$ cat config.mk
export PLATFORM = sky130hd
export DESIGN_NAME = periph_clk_ctrl
export DESIGN_NICKNAME = d
export VERILOG_FILES = /design/src/rtl/pcc_pkg.sv /design/src/rtl/pcc_regs.sv /design/src/rtl/pcc_rate_gen.sv /design/src/rtl/pcc_tb_chan.sv /design/src/rtl/periph_clk_ctrl.sv
export SDC_FILE = /design/constraint.sdc
export NUM_CORES = 1
export LEC_CHECK = 0
export ABC_AREA = 1
export BUFFER_PORTS_ARGS = -buffer_cell sky130_fd_sc_hd__buf_2
export CORE_MARGIN = 8
export CORE_UTILIZATION = 55
export CTS_BUF_LIST = sky130_fd_sc_hd__clkbuf_4 sky130_fd_sc_hd__clkbuf_8 sky130_fd_sc_hd__clkbuf_16
export DETAILED_ROUTE_END_ITERATION = 8
export GPL_TIMING_DRIVEN = 0
export PLACE_DENSITY_LB_ADDON = 0.1
export SLEW_MARGIN = 25
export SYNTH_ARGS = -nofsm -noshare
export SYNTH_HDL_FRONTEND = slang
export SYNTH_SLANG_ARGS = --single-unit
$ cat constraint.sdc
create_clock -name clk -period 2.68 [get_ports clk]
set_input_delay 0.402 -clock clk [delete_from_list [all_inputs] [get_ports clk]]
set_output_delay 0.402 -clock clk [all_outputs]
set_load 0.01 [all_outputs]
$ cat src/rtl/pcc_pkg.sv
`timescale 1ns/1ps
package pcc_pkg;
  localparam int CTRL_W = 16;
  // bits that hold state; all others are reserved and always zero
  localparam logic [CTRL_W-1:0] CTRL_WMASK = 16'h5F1D;
  localparam int B_CAN  = 14;
  localparam int B_SERP = 12;
  localparam int B_SCI0 = 10;  // SCI channel 1 at B_SCI0+1
  localparam int B_SPI0 = 8;   // SPI channel 1 at B_SPI0+1
  localparam int B_I2C  = 4;
  localparam int B_ADC  = 3;
  localparam int B_SYNC = 2;
  localparam int B_HRP  = 0;
  localparam int N_LSP_PAIR = 2;
endpackage

$ cat src/rtl/pcc_regs.sv
`timescale 1ns/1ps
module pcc_regs
  import pcc_pkg::*;
#(
  parameter int ADDR_W   = 4,
  parameter int REG_ADDR = 0
) (
  input  logic              clk,
  input  logic              rst_n,
  input  logic [ADDR_W-1:0] addr,
  input  logic              we,
  input  logic [CTRL_W-1:0] wdata,
  output logic [CTRL_W-1:0] ctrl_q,
  output logic [CTRL_W-1:0] rdata
);
  localparam logic [ADDR_W-1:0] SEL = ADDR_W'(REG_ADDR);
  logic hit;
  assign hit = (addr == SEL);

  always_ff @(posedge clk or negedge rst_n) begin
    if (!rst_n) begin
      ctrl_q <= '0;
      rdata  <= '0;
    end else begin
      rdata <= hit ? ctrl_q : '0;
      if (we && hit) ctrl_q <= wdata & CTRL_WMASK;
    end
  end
endmodule

$ cat src/rtl/pcc_rate_gen.sv
`timescale 1ns/1ps
module pcc_rate_gen #(
  parameter int LSP_DIV_W = 4
) (
  input  logic                 clk,
  input  logic                 rst_n,
  input  logic [LSP_DIV_W-1:0] lsp_div,
  output logic                 half_tick,
  output logic                 lsp_tick
);
  logic                 half_ph;
  logic [LSP_DIV_W-1:0] lsp_cnt;

  assign half_tick = half_ph;
  // >= so a divisor lowered below the count wraps at once
  assign lsp_tick  = (lsp_cnt >= lsp_div);

  always_ff @(posedge clk or negedge rst_n) begin
    if (!rst_n) begin
      half_ph <= 1'b0;
      lsp_cnt <= '0;
    end else begin
      half_ph <= ~half_ph;
      lsp_cnt <= lsp_tick ? '0 : lsp_cnt + 1'b1;
    end
  end
endmodule

$ cat src/rtl/pcc_tb_chan.sv
`timescale 1ns/1ps
module pcc_tb_chan #(
  parameter int PSC_W = 4
) (
  input  logic             clk,
  input  logic             rst_n,
  input  logic             run_en,
  input  logic [PSC_W-1:0] psc,
  output logic             tick
);
  logic             running;
  logic [PSC_W-1:0] cnt;
  logic [PSC_W-1:0] psc_act;

  // first cycle of run_en gives the aligned start tick
  assign tick = run_en & (~running | (cnt == psc_act));

  always_ff @(posedge clk or negedge rst_n) begin
    if (!rst_n) begin
      running <= 1'b0;
      cnt     <= '0;
      psc_act <= '0;
    end else if (!run_en) begin
      running <= 1'b0;
      cnt     <= '0;
      psc_act <= psc;
    end else if (!running) begin
      running <= 1'b1;
      cnt     <= '0;
      psc_act <= psc;
    end else if (cnt == psc_act) begin
      cnt     <= '0;
      psc_act <= psc;
    end else begin
      cnt     <= cnt + 1'b1;
    end
  end
endmodule

$ cat src/rtl/periph_clk_ctrl.sv
`timescale 1ns/1ps
module periph_clk_ctrl
  import pcc_pkg::*;
#(
  parameter int ADDR_W    = 4,
  parameter int REG_ADDR  = 0,
  parameter int LSP_DIV_W = 4,
  parameter int N_PWM     = 3,
  parameter int PSC_W     = 4
) (
  input  logic                   clk,
  input  logic                   rst_n,
  input  logic [ADDR_W-1:0]      bus_addr,
  input  logic                   bus_we,
  input  logic [15:0]            bus_wdata,
  output logic [15:0]            bus_rdata,
  input  logic [LSP_DIV_W-1:0]   lsp_div,
  input  logic [N_PWM-1:0]       pwm_mod_en,
  input  logic [N_PWM*PSC_W-1:0] pwm_psc,
  output logic                   can_ce,
  output logic                   serp_ce,
  output logic [1:0]             sci_ce,
  output logic [1:0]             spi_ce,
  output logic                   i2c_ce,
  output logic                   adc_ce,
  output logic                   hrpwm_ce,
  output logic [N_PWM-1:0]       pwm_ce,
  output logic [N_PWM-1:0]       tb_tick
);
  logic [CTRL_W-1:0] ctrl_q;
  logic              half_tick;
  logic              lsp_tick;
  logic [N_PWM-1:0]  chan_run;
  logic              unused_rsv;

  assign unused_rsv = ^(ctrl_q & ~CTRL_WMASK);

  pcc_regs #(.ADDR_W(ADDR_W), .REG_ADDR(REG_ADDR)) u_regs (
    .clk(clk), .rst_n(rst_n), .addr(bus_addr), .we(bus_we),
    .wdata(bus_wdata), .ctrl_q(ctrl_q), .rdata(bus_rdata)
  );

  pcc_rate_gen #(.LSP_DIV_W(LSP_DIV_W)) u_rate (
    .clk(clk), .rst_n(rst_n), .lsp_div(lsp_div),
    .half_tick(half_tick), .lsp_tick(lsp_tick)
  );

  assign can_ce   = ctrl_q[B_CAN] & half_tick;
  assign serp_ce  = ctrl_q[B_SERP];
  assign i2c_ce   = ctrl_q[B_I2C];
  assign adc_ce   = ctrl_q[B_ADC];
  assign hrpwm_ce = ctrl_q[B_HRP];
  assign pwm_ce   = pwm_mod_en;

  for (genvar g = 0; g < N_LSP_PAIR; g++) begin : g_lsp
    assign sci_ce[g] = ctrl_q[B_SCI0+g] & lsp_tick;
    assign spi_ce[g] = ctrl_q[B_SPI0+g] & lsp_tick;
  end

  for (genvar c = 0; c < N_PWM; c++) begin : g_chan
    assign chan_run[c] = ctrl_q[B_SYNC] & pwm_mod_en[c];
    pcc_tb_chan #(.PSC_W(PSC_W)) u_chan (
      .clk(clk), .rst_n(rst_n), .run_en(chan_run[c]),
      .psc(pwm_psc[c*PSC_W +: PSC_W]), .tick(tb_tick[c])
    );
  end
endmodule

==> results.py <==
metrics = {
    "global_routing": {
        "antenna_found_initial": 0,
        "grtUsageTotal_pct": 14.6,
        "grt_pass1_vias": 2020,
        "grt_pass1_wl_mm": 8.69,
        "grt_max_degree": 53,
        "overflow": 0,
    },
    "clock_network": {
        "numCtsBuffers": 5,
        "cts_max_level": 2,
        "clock_latency_ns": 0.30,
        "clock-root-buffer": "clkbuf_8",
        "cts.sinks": 52,
        "cts_setup_buffers": 0,
        "ctsResizeCount": 0,
        "holdBufCountCts": 0,
        "cts_buffer_depth": 2,
        "clkSlewWorstSetupHoldPaths_ns": 0.10,
        "cts_tree": "yes",
    },
    "placement": {
        "dp.cells": 408,
        "io_buffer_count": 60,
        "place_congestion": 0.749,
        "post-dp-hpwl_mm": 3.64,
    },
    "outcome": {
        "status": "completed",
    },
    "die": {
        "coreArea_um2": 4350,
        "io_pins": 73,
        "die_height_um": 83.0,
        "num_rows": 24,
        "fp.dieW_um": 83.0,
        "initial_utilization_pct": 56.8,
        "die_area_um2": 6900,
    },
    "sta": {
        "final.setup.tns_ns": 0,
        "hold_slack_ns": 0.119,
        "fin_worst_skew_ns": 0.00773,
        "fin_crit_ns": 2.20,
        "hold_viol_final": 0,
        "slew_viol_final": 0,
        "slew_headroom_pct": 57.5,
        "fmax_mhz": 454,
        "tightestPinTransition_ns": 0.638,
        "setup_viol": 0,
        "rsz0062_at_grt": "false",
        "post-route-period-util_pct": 82.1,
    },
    "layout": {
        "drive_above_1_share_pct": 25.5,
        "area_growth_pct": 20.3,
        "layout.nets": 413,
        "antenna_cells": 0,
        "final_cell_count_no_fill": 416,
        "final_core_util_pct": 68.3,
    },
    "power_and_ir_drop": {
        "pwr_density_cell_nw_per_um2": 662,
        "p_leak_nw": 1.72,
        "peakVddDrop_v": 0.000425,
    },
    "logic_synthesis": {
        "yosys.area.top_type": "dfrtp_1",
        "ys.warnings.count": 0,
        "syn_inst": 291,
        "yosysSeqAreaShare_pct": 52.6,
        "yosys.area.top_type_share_pct": 52.6,
        "avgSynthCellArea_um2": 8.50,
        "synth.most_common_cell": "nand2_1",
        "syn-cell-area_um2": 2470,
        "synth_cell_types": 20,
        "synth_area_leaders": "dfrtp_1 (53%), nand2_1 (12%), inv_1 (7.6%)",
        "synth-main-ff-cell": "dfrtp_1",
        "synth-seq-cells": 52,
        "async_reset_ff_share_pct": 100,
        "synth_commonest_cells": "nand2_1 (79), dfrtp_1 (52), inv_1 (50)",
        "synth_edf_count": 0,
    },
    "worst_setup_path": {
        "worstSetupPathType": "reg -> out",
        "arrival_ns": 1.80,
        "crit_fanout": 8,
        "r2r_start": "u_rate.lsp_cnt[1]$_DFF_PN0_",
        "crit_chain": "ha_1, inv_1, o21bai_1, nand3_1, nand3_1, nand2_1, inv_1, buf_2",
        "cp-end-kind": "primary output",
        "slowest_stage": "dfrtp_1",
        "timing.rr.end": "u_rate.lsp_cnt[1]$_DFF_PN0_",
        "ff2ff_setup_slack_ns": 1.26,
        "critPathMaxStageDelay_ns": 0.42,
        "r2r_cells": 6,
        "worstSetupStartpointType": "flip-flop",
        "critPathRequiredTime_ns": 2.28,
    },
    "run": {
        "max_cap_violations": 0,
    },
    "detailed_routing": {
        "drt_iter0_drc": 46,
        "wirelength_mm": 4.84,
        "vias": 1927,
        "wl_per_cell_um": 11.6,
        "drcViolationCount": 0,
        "vias_per_cell": 4.63,
        "drtAntennaViolNets": 0,
        "drt-pass1-iter-count": 4,
    },
    "min_path": {
        "hp-class": "in -> async",
    },
}
-- placed cells by master (no fill, tap or decap) --
cell       instances
nor2_1            32
inv_8              1
inv_1             50
o21bai_1           1
clkbuf_8           5
xor2_1             4
dfrtp_1           52
buf_2             60
nand3_4            3
nand4_1           13
bufinv_16          1
clkbuf_1           2
ha_1               8
nand3_1            6
a21oi_1            4
buf_4             13
inv_2              3
xnor2_1            4
conb_1             6
nand2_1           79
nor2_2             3
clkinv_2           1
o21ai_0           10
nand2_2            3
-- per-layer routing --
| metal | wire [um] | global-route usage (%) | vias up |
|---|---|---|---|
| li1 | - | - | 1009 |
| met3 | 361 | 6.15 | 5 |
| met4 | 49 | 4.31 | 0 |
| met5 | 0 | 0 | - |
| met2 | 2220 | 23.6 | 48 |
| met1 | 2210 | 17.3 | 865 |
-- registers in the layout (all words and copies together) (netlist names) --
register               count
g_chan.u_chan.cnt         12
g_chan.u_chan.psc_act     12
g_chan.u_chan.running      3
u_rate.half_tick           1
u_rate.lsp_cnt             4
u_regs.ctrl_q             10
u_regs.rdata              10
-- critical path: cells and delay by family (launching register included) --
family	cells	cell delay [ns]
AO/OA/AOI/OAI	1	0.12
adder cells (fa/ha/maj)	1	0.30
buffers and inverters	3	0.22
flip-flops	1	0.42
AND/OR/NAND/NOR	3	0.43
-- area by class of cell --
class,instances,area (um^2)
Sequential cell,52,1300
Tap cell,52,65.1
Inverter,53,199
Clock inverter,3,46.3
Timing Repair Buffer,60,303
Buffer,15,103
Multi-Input combinational cell,176,888
Fill cell,373,1380
Clock buffer,5,68.8
-- cells by family (layout without fill, tap and decap cells) --
logic type | count (synthesis) | in the layout | share of synthesized area [%]
compound gates | 15 | 15 | 3.14
xor+xnor | 8 | 8 | 2.83
fa+ha+maj | 8 | 8 | 4.05
buf+inv | 68 | 136 | 12.2
flops | 52 | 52 | 52.6
other cells | 1 | 6 | 0.152
simple gates | 139 | 139 | 25.0
-- worst max path at each step --
stage	endpoint	slack, ns	cells past startpoint	start
3_5_place_dp	spi_ce[0]	0.72	8	lsp_div[3]
3_3_place_gp	sci_ce[1]	0.75	8	lsp_div[3]
5_1_grt	spi_ce[1]	0.33	8	u_rate.lsp_cnt[1]$_DFF_PN0_
4_1_cts	spi_ce[0]	0.47	8	u_rate.lsp_cnt[1]$_DFF_PN0_
6_report	spi_ce[1]	0.48	8	u_rate.lsp_cnt[1]$_DFF_PN0_
2_1_floorplan	sci_ce[0]	1.03	8	lsp_div[1]
-- through the flow --
stage	worst slack [ns]	power (W)	instance area, um^2
finish	0.479	0.00197	2970
global route	0.329	0.00209	2970
CTS	0.468	0.00199	2970
detailed placement	0.718	0.00144	2860
global placement	0.746	0.00142	2860
floorplan	1.03	0.00127	2490
-- power breakdown --
group | switching [W] | internal (W)
registers | 0.0000816 | 0.000881
clock network | 0.000264 | 0.000283
logic | 0.000268 | 0.000190
(Power assumes the default switching activity.)
